<file path="config.mk">
export PLATFORM = sky130hd
export DESIGN_NAME = tmr_match_capture
export DESIGN_NICKNAME = d
export VERILOG_FILES = /design/src/rtl/tmr_pkg.sv /design/src/rtl/tmr_edge_sync.sv /design/src/rtl/tmr_match_bank.sv /design/src/rtl/tmr_capture_bank.sv /design/src/rtl/tmr_match_capture.sv
export SDC_FILE = /design/constraint.sdc
export NUM_CORES = 1
export LEC_CHECK = 0
export ABC_AREA = 1
export BUFFER_PORTS_ARGS = -buffer_cell sky130_fd_sc_hd__buf_2
export CAP_MARGIN = 10
export CORE_UTILIZATION = 45
export DETAILED_ROUTE_END_ITERATION = 6
export GPL_TIMING_DRIVEN = 0
export HOLD_SLACK_MARGIN = 0.02
export PLACE_DENSITY_LB_ADDON = 0.15
export SETUP_SLACK_MARGIN = 0.5
export SLEW_MARGIN = 5
export SYNTH_ARGS = -nofsm -noshare
export SYNTH_HDL_FRONTEND = slang
export SYNTH_SLANG_ARGS = --single-unit
</file>
<file path="constraint.sdc">
create_clock -name clk -period 2.56 [get_ports clk]
set_input_delay 0 -clock clk [delete_from_list [all_inputs] [get_ports clk]]
set_output_delay 0 -clock clk [all_outputs]
set_load 0.05 [all_outputs]
</file>
<file path="src/rtl/tmr_pkg.sv">
package tmr_pkg;

    typedef enum logic [1:0] {
        ACT_HOLD   = 2'd0,
        ACT_LOW    = 2'd1,
        ACT_HIGH   = 2'd2,
        ACT_TOGGLE = 2'd3
    } match_act_e;

    localparam int A_CTRL  = 0;
    localparam int A_PRESC = 1;
    localparam int A_TC    = 2;
    localparam int A_PC    = 3;
    localparam int A_MCTL  = 4;
    localparam int A_OCTL  = 5;
    localparam int A_CCTL  = 6;
    localparam int A_FLAGS = 7;
    localparam int A_OUT   = 8;
    localparam int A_MR0   = 9;

endpackage

</file>
<file path="src/rtl/tmr_edge_sync.sv">
module tmr_edge_sync #(
    parameter int W = 3
) (
    input  logic         clk,
    input  logic         rst_n,
    input  logic [W-1:0] pin,
    output logic [W-1:0] rise,
    output logic [W-1:0] fall
);

    typedef struct packed {
        logic [W-1:0] s1;
        logic [W-1:0] s2;
    } sync_t;

    sync_t st_d, st_q;

    always_comb begin
        st_d    = st_q;
        st_d.s1 = pin;
        st_d.s2 = st_q.s1;
    end

    always_ff @(posedge clk or negedge rst_n) begin
        if (!rst_n) st_q <= '0;
        else        st_q <= st_d;
    end

    assign rise = st_q.s1 & ~st_q.s2;
    assign fall = ~st_q.s1 & st_q.s2;

endmodule

</file>
<file path="src/rtl/tmr_match_bank.sv">
module tmr_match_bank
    import tmr_pkg::*;
#(
    parameter int N  = 4,
    parameter int TW = 16
) (
    input  logic            clk,
    input  logic            rst_n,
    input  logic            tick,
    input  logic [TW-1:0]   tc,
    input  logic [N*TW-1:0] mr,
    input  logic [3*N-1:0]  mctl,
    input  logic [2*N-1:0]  octl,
    input  logic            out_wr,
    input  logic [N-1:0]    out_wdata,
    output logic [N-1:0]    hit,
    output logic [N-1:0]    flag_set,
    output logic            rst_any,
    output logic            stop_any,
    output logic [N-1:0]    pins
);

    typedef struct packed {
        logic [N-1:0] pins;
    } out_t;

    out_t st_d, st_q;
    logic [N-1:0] rst_req, stop_req;

    for (genvar g = 0; g < N; g++) begin : g_cmp
        assign hit[g]      = tick && (tc == mr[g*TW +: TW]);
        assign flag_set[g] = hit[g] && mctl[3*g];
        assign rst_req[g]  = hit[g] && mctl[3*g+1];
        assign stop_req[g] = hit[g] && mctl[3*g+2];


        act_high_chk: assert property (@(posedge clk) disable iff (!rst_n)
            (hit[g] && octl[2*g +: 2] == 2'd2) |=> pins[g]);

        act_low_chk: assert property (@(posedge clk) disable iff (!rst_n)
            (hit[g] && octl[2*g +: 2] == 2'd1) |=> !pins[g]);

        act_hold_chk: assert property (@(posedge clk) disable iff (!rst_n)
            (hit[g] && octl[2*g +: 2] == 2'd0 && !out_wr) |=> $stable(pins[g]));
    end

    assign rst_any  = |rst_req;
    assign stop_any = |stop_req;

    always_comb begin
        st_d = st_q;
        if (out_wr) st_d.pins = out_wdata;
        for (int n = 0; n < N; n++) begin
            if (hit[n]) begin
                case (match_act_e'(octl[2*n +: 2]))
                    ACT_LOW:    st_d.pins[n] = 1'b0;
                    ACT_HIGH:   st_d.pins[n] = 1'b1;
                    ACT_TOGGLE: st_d.pins[n] = ~st_q.pins[n];
                    default:    st_d.pins[n] = st_d.pins[n];
                endcase
            end
        end
    end

    always_ff @(posedge clk or negedge rst_n) begin
        if (!rst_n) st_q <= '0;
        else        st_q <= st_d;
    end

    assign pins = st_q.pins;

endmodule

</file>
<file path="src/rtl/tmr_capture_bank.sv">
module tmr_capture_bank #(
    parameter int N  = 3,
    parameter int TW = 16
) (
    input  logic            clk,
    input  logic            rst_n,
    input  logic [N-1:0]    rise,
    input  logic [N-1:0]    fall,
    input  logic [3*N-1:0]  cctl,
    input  logic [TW-1:0]   tc,
    output logic [N-1:0]    flag_set,
    output logic [N*TW-1:0] cap_flat
);

    typedef struct packed {
        logic [N-1:0][TW-1:0] cap;
    } cap_t;

    cap_t st_d, st_q;
    logic [N-1:0] evt;

    for (genvar g = 0; g < N; g++) begin : g_ch
        assign evt[g]      = (rise[g] && cctl[3*g]) || (fall[g] && cctl[3*g+1]);
        assign flag_set[g] = evt[g] && cctl[3*g+2];


        cap_value_chk: assert property (@(posedge clk) disable iff (!rst_n)
            evt[g] |=> (st_q.cap[g] == $past(tc)));
    end

    always_comb begin
        st_d = st_q;
        for (int i = 0; i < N; i++) begin
            if (evt[i]) st_d.cap[i] = tc;
        end
    end

    always_ff @(posedge clk or negedge rst_n) begin
        if (!rst_n) st_q <= '0;
        else        st_q <= st_d;
    end

    assign cap_flat = st_q.cap;

endmodule

</file>
<file path="src/rtl/tmr_match_capture.sv">
module tmr_match_capture
    import tmr_pkg::*;
#(
    parameter int TC_W    = 16,
    parameter int PS_W    = 16,
    parameter int N_MATCH = 4,
    parameter int N_CAP   = 3,
    parameter int ADDR_W  = 5
) (
    input  logic               clk,
    input  logic               rst_n,
    input  logic               wr_en,
    input  logic [ADDR_W-1:0]  addr,
    input  logic [TC_W-1:0]    wdata,
    output logic [TC_W-1:0]    rdata,
    input  logic [N_CAP-1:0]   cap_in,
    output logic [N_MATCH-1:0] match_out,
    output logic               irq
);

    localparam int NF    = N_MATCH + N_CAP;
    localparam int A_CAP = A_MR0 + N_MATCH;

    typedef struct packed {
        logic                         run;
        logic                         mode;
        logic [1:0]                   src;
        logic [1:0]                   edge_sel;
        logic [PS_W-1:0]              presc;
        logic [PS_W-1:0]              pc;
        logic [TC_W-1:0]              tc;
        logic [3*N_MATCH-1:0]         mctl;
        logic [2*N_MATCH-1:0]         octl;
        logic [3*N_CAP-1:0]           cctl;
        logic [NF-1:0]                flags;
        logic [N_MATCH-1:0][TC_W-1:0] mr;
    } regs_t;

    regs_t st_d, st_q;

    logic [N_CAP-1:0]      rise, fall, r_sh, f_sh;
    logic [N_MATCH-1:0]    hit, m_flag;
    logic [N_CAP-1:0]      c_flag;
    logic [NF-1:0]         flag_set;
    logic                  rst_any, stop_any;
    logic                  src_evt, step, wrap, tick;
    logic                  tc_wr, ctrl_wr, flags_wr, out_wr;
    logic [N_CAP*TC_W-1:0] cap_flat;

    tmr_edge_sync #(.W(N_CAP)) u_sync (
        .clk(clk), .rst_n(rst_n), .pin(cap_in), .rise(rise), .fall(fall)
    );

    assign r_sh    = rise >> st_q.src;
    assign f_sh    = fall >> st_q.src;
    assign src_evt = (st_q.edge_sel[0] && r_sh[0]) || (st_q.edge_sel[1] && f_sh[0]);
    assign step    = st_q.run && (!st_q.mode || src_evt);
    assign wrap    = step && (st_q.pc >= st_q.presc);
    assign tick    = wrap;

    assign tc_wr    = wr_en && (addr == ADDR_W'(A_TC));
    assign ctrl_wr  = wr_en && (addr == ADDR_W'(A_CTRL));
    assign flags_wr = wr_en && (addr == ADDR_W'(A_FLAGS));
    assign out_wr   = wr_en && (addr == ADDR_W'(A_OUT));

    tmr_match_bank #(.N(N_MATCH), .TW(TC_W)) u_match (
        .clk(clk), .rst_n(rst_n), .tick(tick), .tc(st_q.tc), .mr(st_q.mr),
        .mctl(st_q.mctl), .octl(st_q.octl), .out_wr(out_wr),
        .out_wdata(wdata[N_MATCH-1:0]), .hit(hit), .flag_set(m_flag),
        .rst_any(rst_any), .stop_any(stop_any), .pins(match_out)
    );

    tmr_capture_bank #(.N(N_CAP), .TW(TC_W)) u_cap (
        .clk(clk), .rst_n(rst_n), .rise(rise), .fall(fall), .cctl(st_q.cctl),
        .tc(st_q.tc), .flag_set(c_flag), .cap_flat(cap_flat)
    );

    assign flag_set = {c_flag, m_flag};

    always_comb begin
        st_d = st_q;
        if (step) st_d.pc = wrap ? '0 : st_q.pc + PS_W'(1);
        if (tick) begin
            if (rst_any)        st_d.tc = '0;
            else if (!stop_any) st_d.tc = st_q.tc + TC_W'(1);
            if (stop_any)       st_d.run = 1'b0;
        end
        st_d.flags = (st_q.flags & ~(flags_wr ? wdata[NF-1:0] : '0)) | flag_set;

        if (ctrl_wr) begin
            st_d.run      = wdata[0];
            st_d.mode     = wdata[1];
            st_d.src      = wdata[3:2];
            st_d.edge_sel = wdata[5:4];
        end
        if (wr_en && addr == ADDR_W'(A_PRESC)) st_d.presc = wdata[PS_W-1:0];
        if (tc_wr) begin
            st_d.tc = wdata;
            st_d.pc = '0;
        end
        if (wr_en && addr == ADDR_W'(A_MCTL)) st_d.mctl = wdata[3*N_MATCH-1:0];
        if (wr_en && addr == ADDR_W'(A_OCTL)) st_d.octl = wdata[2*N_MATCH-1:0];
        if (wr_en && addr == ADDR_W'(A_CCTL)) st_d.cctl = wdata[3*N_CAP-1:0];
        for (int n = 0; n < N_MATCH; n++) begin
            if (wr_en && addr == ADDR_W'(A_MR0 + n)) st_d.mr[n] = wdata;
        end
    end

    always_ff @(posedge clk or negedge rst_n) begin
        if (!rst_n) st_q <= '0;
        else        st_q <= st_d;
    end

    always_comb begin
        rdata = '0;
        if (addr == ADDR_W'(A_CTRL))  rdata = TC_W'({st_q.edge_sel, st_q.src, st_q.mode, st_q.run});
        if (addr == ADDR_W'(A_PRESC)) rdata = TC_W'(st_q.presc);
        if (addr == ADDR_W'(A_TC))    rdata = st_q.tc;
        if (addr == ADDR_W'(A_PC))    rdata = TC_W'(st_q.pc);
        if (addr == ADDR_W'(A_MCTL))  rdata = TC_W'(st_q.mctl);
        if (addr == ADDR_W'(A_OCTL))  rdata = TC_W'(st_q.octl);
        if (addr == ADDR_W'(A_CCTL))  rdata = TC_W'(st_q.cctl);
        if (addr == ADDR_W'(A_FLAGS)) rdata = TC_W'(st_q.flags);
        if (addr == ADDR_W'(A_OUT))   rdata = TC_W'(match_out);
        for (int n = 0; n < N_MATCH; n++) begin
            if (addr == ADDR_W'(A_MR0 + n)) rdata = st_q.mr[n];
        end
        for (int i = 0; i < N_CAP; i++) begin
            if (addr == ADDR_W'(A_CAP + i)) rdata = cap_flat[i*TC_W +: TC_W];
        end
    end

    assign irq = |st_q.flags;


    match_reset_chk: assert property (@(posedge clk) disable iff (!rst_n)
        (tick && rst_any && !tc_wr) |=> (st_q.tc == '0));


    match_stop_chk: assert property (@(posedge clk) disable iff (!rst_n)
        (tick && stop_any && !rst_any && !tc_wr && !ctrl_wr) |=>
        ((st_q.tc == $past(st_q.tc)) && !st_q.run));


    idle_hold_chk: assert property (@(posedge clk) disable iff (!rst_n)
        (!st_q.run && !tc_wr) |=> ($stable(st_q.tc) && $stable(st_q.pc)));


    flag_clear_chk: assert property (@(posedge clk) disable iff (!rst_n)
        (flags_wr && flag_set == '0) |=> ((st_q.flags & $past(wdata[NF-1:0])) == '0));


    tick_only_inc_chk: assert property (@(posedge clk) disable iff (!rst_n)
        (!tick && !tc_wr) |=> $stable(st_q.tc));

endmodule

</file>
### Word-level counts from Yosys, hierarchy flattened

Index checks and enable logic that the tools add are counted.

* bitwise logic cells: 11
* shift-type cells: 2
* mux-type cells: 35
* $lt $le $gt $ge: 1
* reduce and logical (&&, ||, !) cells: 57
* equality and inequality tests: 32
* $add $sub $neg: 2

Operator list (count)
* 16-bit 2-to-1 mux: 20
* 16-bit equality test: 4
* 1-bit logical AND: 41
* 5-bit by 4-bit equality test with 1-bit output (second input constant): 8
* 16-bit by 1-bit adder with 16-bit output (second input constant): 2
* 32-bit 2-to-1 mux: 1
* 5-bit by 3-bit equality test with 1-bit output (second input constant): 4
* 2-bit equality test (second input constant): 8
* 16-bit >= comparator: 1
* 6-bit 2-to-1 mux: 2
* 1-bit one-hot mux with 3 select lines: 4
* 5-bit by 2-bit equality test with 1-bit output (second input constant): 2
* 2-bit by 1-bit equality test with 1-bit output (second input constant): 4
* 2-bit nonzero test: 4
* 4-bit OR reduction: 2
* 7-bit bitwise AND: 1
* 7-bit 2-to-1 mux: 1
* 7-bit inverter: 1
* 7-bit OR: 1
* 7-bit OR reduction: 1
* 3-bit bitwise AND: 2
* 1-bit 2-to-1 mux: 6
* 3-bit inverter: 2
* 3-bit by 2-bit right shift with 1-bit output: 2
* 8 further kinds: 16

* word-level logic and storage cells: 161
* output and inout port bits: 21
* register bits: 212

### Depth between registers and ports, before layout

* depth in word-level cells: 17
* depth in mapped cells: 20
* mapped depth without buffers: 19

### Hierarchy

From an unflattened synthesis, not the netlist that was laid out.

* cells, all modules: 1660
* area, all modules: 12203.0 µm²

By module, submodules not included
* tmr_match_capture: sequential area each 3853.7 µm², instances 1, area each 8511.9 µm², cells an instance 1127
* tmr_capture_bank: sequential area each 1201.2 µm², instances 1, area each 2008.2 µm², cells an instance 213
* tmr_match_bank: sequential area each 100.1 µm², instances 1, area each 1487.7 µm², cells an instance 302
* tmr_edge_sync: sequential area each 150.1 µm², instances 1, area each 195.2 µm², cells an instance 18

### Worst setup path before layout

OpenSTA, ideal clock, no wires.

* path kind: reg2reg
* from: register st_q[129] (netlist bit)
* to: register st_q[114] (netlist bit)
* cell stages (with the launch flop): 15
* library setup time: 116 ps
* buffers on the path: 1
* arrival time: 1992 ps
* setup slack: 451 ps
* path through: dfrtp_1 ha_1 nand2_1 inv_1 o21ai_0 nand2_1 nor2_1 nand3_2 nand4_1 nand3_2 nor2_8 a21oi_4 buf_4 nand2_1 nand2_1

* longest elaborated chain between the ends: 8
* elaborated cells between the ends (all ways): 22
* those cells by class: 1 x order compare; 1 x eq/ne; 3 x mux; 17 x reduce/logical

Ends and longest elaborated chain
* start, declared: RTL line tmr_match_capture.sv:39 `regs_t st_d, st_q;`
* start signal, assigned: RTL line tmr_match_capture.sv:111 `else st_q <= st_d;`
* 16-bit >= comparator (*): RTL line tmr_match_capture.sv:58 `assign wrap = step && (st_q.pc >= st_q.presc);`
* 1-bit logical AND (*): RTL line tmr_match_capture.sv:58
* 1-bit logical AND: RTL line tmr_match_bank.sv:31 `assign hit[g] = tick && (tc == mr[g*TW +: TW]);`
* 1-bit logical AND: RTL line tmr_match_bank.sv:33 `assign rst_req[g] = hit[g] && mctl[3*g+1];`
* 4-bit OR reduction: RTL line tmr_match_bank.sv:47 `assign rst_any = |rst_req;`
* 16-bit 2-to-1 mux: RTL line tmr_match_capture.sv:84 `if (rst_any) st_d.tc = '0;`
* 16-bit 2-to-1 mux: RTL line tmr_match_capture.sv:83 `if (tick) begin`
* 32-bit 2-to-1 mux: RTL line tmr_match_capture.sv:97 `if (tc_wr) begin`

Mark *: on every way between the ends. The rest lies on a longest branch, timed or not. The select of a mux whose other input is x is not followed.
A chain may end at the register's enable or synchronous reset.

### Worst setup path after layout

* from: register st_q[105] (netlist bit)
* to: output rdata[5]

* longest elaborated chain between the ends: 14

Ends and longest elaborated chain
* 16-bit 2-to-1 mux: RTL line tmr_match_capture.sv:118 `if (addr == ADDR_W'(A_TC)) rdata = st_q.tc;`
* 16-bit 2-to-1 mux: RTL line tmr_match_capture.sv:119 `if (addr == ADDR_W'(A_PC)) rdata = TC_W'(st_q.pc);`
* 16-bit 2-to-1 mux: RTL line tmr_match_capture.sv:120 `if (addr == ADDR_W'(A_MCTL)) rdata = TC_W'(st_q.mctl);`
* 16-bit 2-to-1 mux: RTL line tmr_match_capture.sv:121 `if (addr == ADDR_W'(A_OCTL)) rdata = TC_W'(st_q.octl);`
* 16-bit 2-to-1 mux: RTL line tmr_match_capture.sv:122 `if (addr == ADDR_W'(A_CCTL)) rdata = TC_W'(st_q.cctl);`
* 16-bit 2-to-1 mux: RTL line tmr_match_capture.sv:123 `if (addr == ADDR_W'(A_FLAGS)) rdata = TC_W'(st_q.flags);`
* 16-bit 2-to-1 mux: RTL line tmr_match_capture.sv:124 `if (addr == ADDR_W'(A_OUT)) rdata = TC_W'(match_out);`
* 16-bit 2-to-1 mux (4 in series): RTL line tmr_match_capture.sv:126 `if (addr == ADDR_W'(A_MR0 + n)) rdata = st_q.mr[n];`
* 16-bit 2-to-1 mux (3 in series): RTL line tmr_match_capture.sv:129 `if (addr == ADDR_W'(A_CAP + i)) rdata = cap_flat[i*TC_W +: TC_W];`
* end, declared: RTL line tmr_match_capture.sv:15 `output logic [TC_W-1:0] rdata,`

No other way between the ends.

==> results.yml <==
worst_setup_path:
  endpoint_kind: "output pin"
  slowest_stage: "dfrtp_2"
  crit_chain: "a21oi_1 -> nand3_1 -> o21ai_2 -> nand2_1 -> nand2_1 -> nand2_1 -> nand2_1 -> nand4_1 -> nand2_2 -> nand4_1 -> buf_6"
  max_stage_delay_ns: 0.52
  start_kind: "register"
  crit_type: "reg -> out"
  required_ns: 2.56
  critical_path.most_common_cell: "nand2_1"
  cp_max_fo: 4
  critPathArrivalTime_ns: 2.49
finish:
  fin_nets: 1779
  area_delta_synth_final_pct: 34.0
  antennaDiodeCount: 0
  drive_gt1_share_pct: 27.2
synth:
  ys.flop_type: "dfrtp_1"
  syn_nets: 1574
  synth_cell_types: 46
  async_reset_ff_share_pct: 100
  synth-edff-count: 0
  yosysWarningCount: 0
  syn_area_um2: 11600
  ys_seq_elements: 212
  netlist_instances: 1529
  avgSynthCellArea_um2: 7.57
  ys_seq_area_share_pct: 45.8
grt:
  grt_pass1_wl_mm: 65.0
  grt_max_degree: 85
  grt_pass1_vias: 11000
  grt-ovfl-total: 0
  antenna_found_initial: 0
  grtUsageTotal_pct: 33.1
clocking:
  clk_latency_ns: 0.55
  htree_levels: 1
  cts.reportedPaths.clkPinSlew_ns: 0.06
  clock_path_buffers: 3
  clockRootBuffer: "clkbuf_16"
  cts_buffers: 26
  cts_tree: "built"
  clock-sinks: 212
die:
  die_y_um: 162
  initial_core_util_pct: 46.0
  core_um2: 25200
  die_w_um: 162
  boundaryPins: 48
  rows: 58
  die_area_um2: 26400
timing:
  worst_slack_ns: 0.0744
  relSlewSlack_pct: 36.9
  finClkSkew_ns: 0.0160
  rsz0062_at_grt: "yes"
  tns_ns: 0
  hold_viol: 0
  fmax_ghz: 0.402
  setup_viol: 0
  min_period_over_period_pct: 97.1
  drv_slew: 0
  worst_slew_pin_slew_ns: 0.942
  min_period_ns: 2.49
place:
  place_ws_ns: -0.0929
  place.gp.congestion: 0.963
  io_buffers: 47
  dp_hpwl_mm: 29.5
routing:
  first_iter_violations: 1579
  drt_wl_total_mm: 44.2
  vias_per_cell: 5.72
  antenna_left: 0
  drc: 2
  via_count: 11900
  firstDrtPassIters: 7
  wl_per_cell_um: 21.2
power_and_ir_drop:
  power_leakage_nw: 7.17
  switching_share_pct: 35.0
  p_int_mw: 7.83
  ir_drop_uv: 478
  p_per_area_nw_per_um2: 776
  combPwrFrac_pct: 29.6
  clock_power_share_pct: 30.8
  p_seq_share_pct: 39.6
  switchingPower_mw: 4.21
outcome:
  violations: "design-rule violations"
  status: "finished, violations left"
min_path:
  hp-class: "in -> async"
run:
  cap_viol_max_count: 0
synthesized netlist by cell type, types with 9 or more instances:
library cell | count | area (um2)
ha_1 | 18 | 225
nor3_1 | 9 | 45.0
clkbuf_1 | 40 | 150
o21ai_0 | 162 | 811
dfrtp_1 | 212 | 5310
xnor2_1 | 51 | 447
inv_1 | 142 | 533
o22ai_1 | 21 | 131
nor2_1 | 115 | 432
nand2_1 | 492 | 1850
nand4_1 | 38 | 238
nand3_1 | 51 | 255
o2111ai_1 | 9 | 78.8
xor2_1 | 14 | 123
or2_2 | 9 | 56.3
a21oi_1 | 72 | 360
critical path: cells and delay by family (launching register included):
family	cells	cell delay, ns
buffers and inverters	1	0.17
and+or+nand+nor	8	0.96
DFF	1	0.52
AOI/OAI and AO/OA	2	0.28
routing by layer:
layer  routed length [um]  global-route usage (%)
met1                18700                    48.8
met2                19600                    49.0
met3                 4210                    4.74
met4                 1700                    12.6
met5                    0                       0
registers in the layout, summed over array words and instances (netlist names):
register,cells
st_q,154
u_cap.cap_flat,48
u_match.pins,4
u_sync.st_d,3
u_sync.st_q,3
layout by cell type (no fill, tap or decap), types with 39 or more instances in the layout:
cell type,synthesis,layout
nand2_1,492,423
dfrtp_1,212,197
o21ai_0,162,148
inv_1,142,103
nor2_1,115,92
buf_4,8,89
nand2_2,5,62
a21oi_1,72,59
xnor2_1,51,49
clkbuf_1,40,44
nand3_1,51,39
repair_timing:
item	in CTS	in global routing
cloned	5	0
endpoints found under the hold margin	294	0
setup buffers	62	38
resized for setup	225	148
endpoints found under the setup margin	54	55
pin swaps	79	92
hold buffers	23	0
power by group through the flow:
stage	combinational [mW]	sequential (mW)	clock, mW
floorplan	1.84	4.64	0
global placement	2.53	4.75	0
detailed placement	2.60	4.77	0
CTS	3.17	4.73	3.73
global route	3.88	4.86	3.87
finish	3.56	4.77	3.71
final cells by class:
type / count / area, um2
Clock inverter: 5 / 65.1
Sequential cell: 212 / 5320
Fill cell: 2250 / 9670
Multi-Input combinational cell: 1110 / 6360
Buffer: 61 / 395
Tap cell: 330 / 413
Timing Repair Buffer: 176 / 1530
Clock buffer: 43 / 795
Inverter: 147 / 631
final timing paths:
check                                          from                        to  slack, ns  cells past startpoint
max                           st_q[105]$_DFFE_PN0P_                  rdata[5]       0.07                     11
min                                           rst_n     st_q[120]$_DFFE_PN0P_       0.05                      3
max reg2reg                   st_q[143]$_DFFE_PN0P_     st_q[114]$_DFFE_PN0P_       0.18                     15
max in group asynchronous                     rst_n     st_q[101]$_DFFE_PN0P_       2.04                      3
min reg2reg                u_sync.st_d[1]$_DFF_PN0_  u_sync.st_q[1]$_DFF_PN0_       0.45                      0
min in group clk                          cap_in[0]  u_sync.st_d[0]$_DFF_PN0_       0.09                      2
cells by family (layout without fill, tap and decap cells):
group / Yosys count / in the layout / synth area share, %
AOI/OAI and AO/OA: 281 / 281 / 13.2
and+or+nand+nor: 745 / 746 / 26.9
xor gates and xnor gates: 65 / 65 / 4.92
buffers and inverters: 208 / 432 / 7.25
adders and majority gates: 18 / 18 / 1.95
DFF: 212 / 212 / 45.8
stage by stage:
| step | power (mW) | utilization [%] | instance area [um2] | std cells | hold WS, ns |
|---|---|---|---|---|---|
| 2_1_floorplan | 6.48 | - | 11600 | 1529 | -0.296 |
| 3_3_place_gp | 7.28 | 48.6 | 12200 | 1906 | 0.108 |
| 3_5_place_dp | 7.37 | 48.8 | 12300 | 1908 | -0.0614 |
| 4_1_cts | 11.6 | 58.4 | 14700 | 2046 | 0.0572 |
| 5_1_grt | 12.6 | 61.6 | 15500 | 2084 | 0.0751 |
| 6_report | 12.0 | 61.6 | 15500 | 2084 | 0.0491 |
No activity file was read; power rests on OpenSTA's default activity.
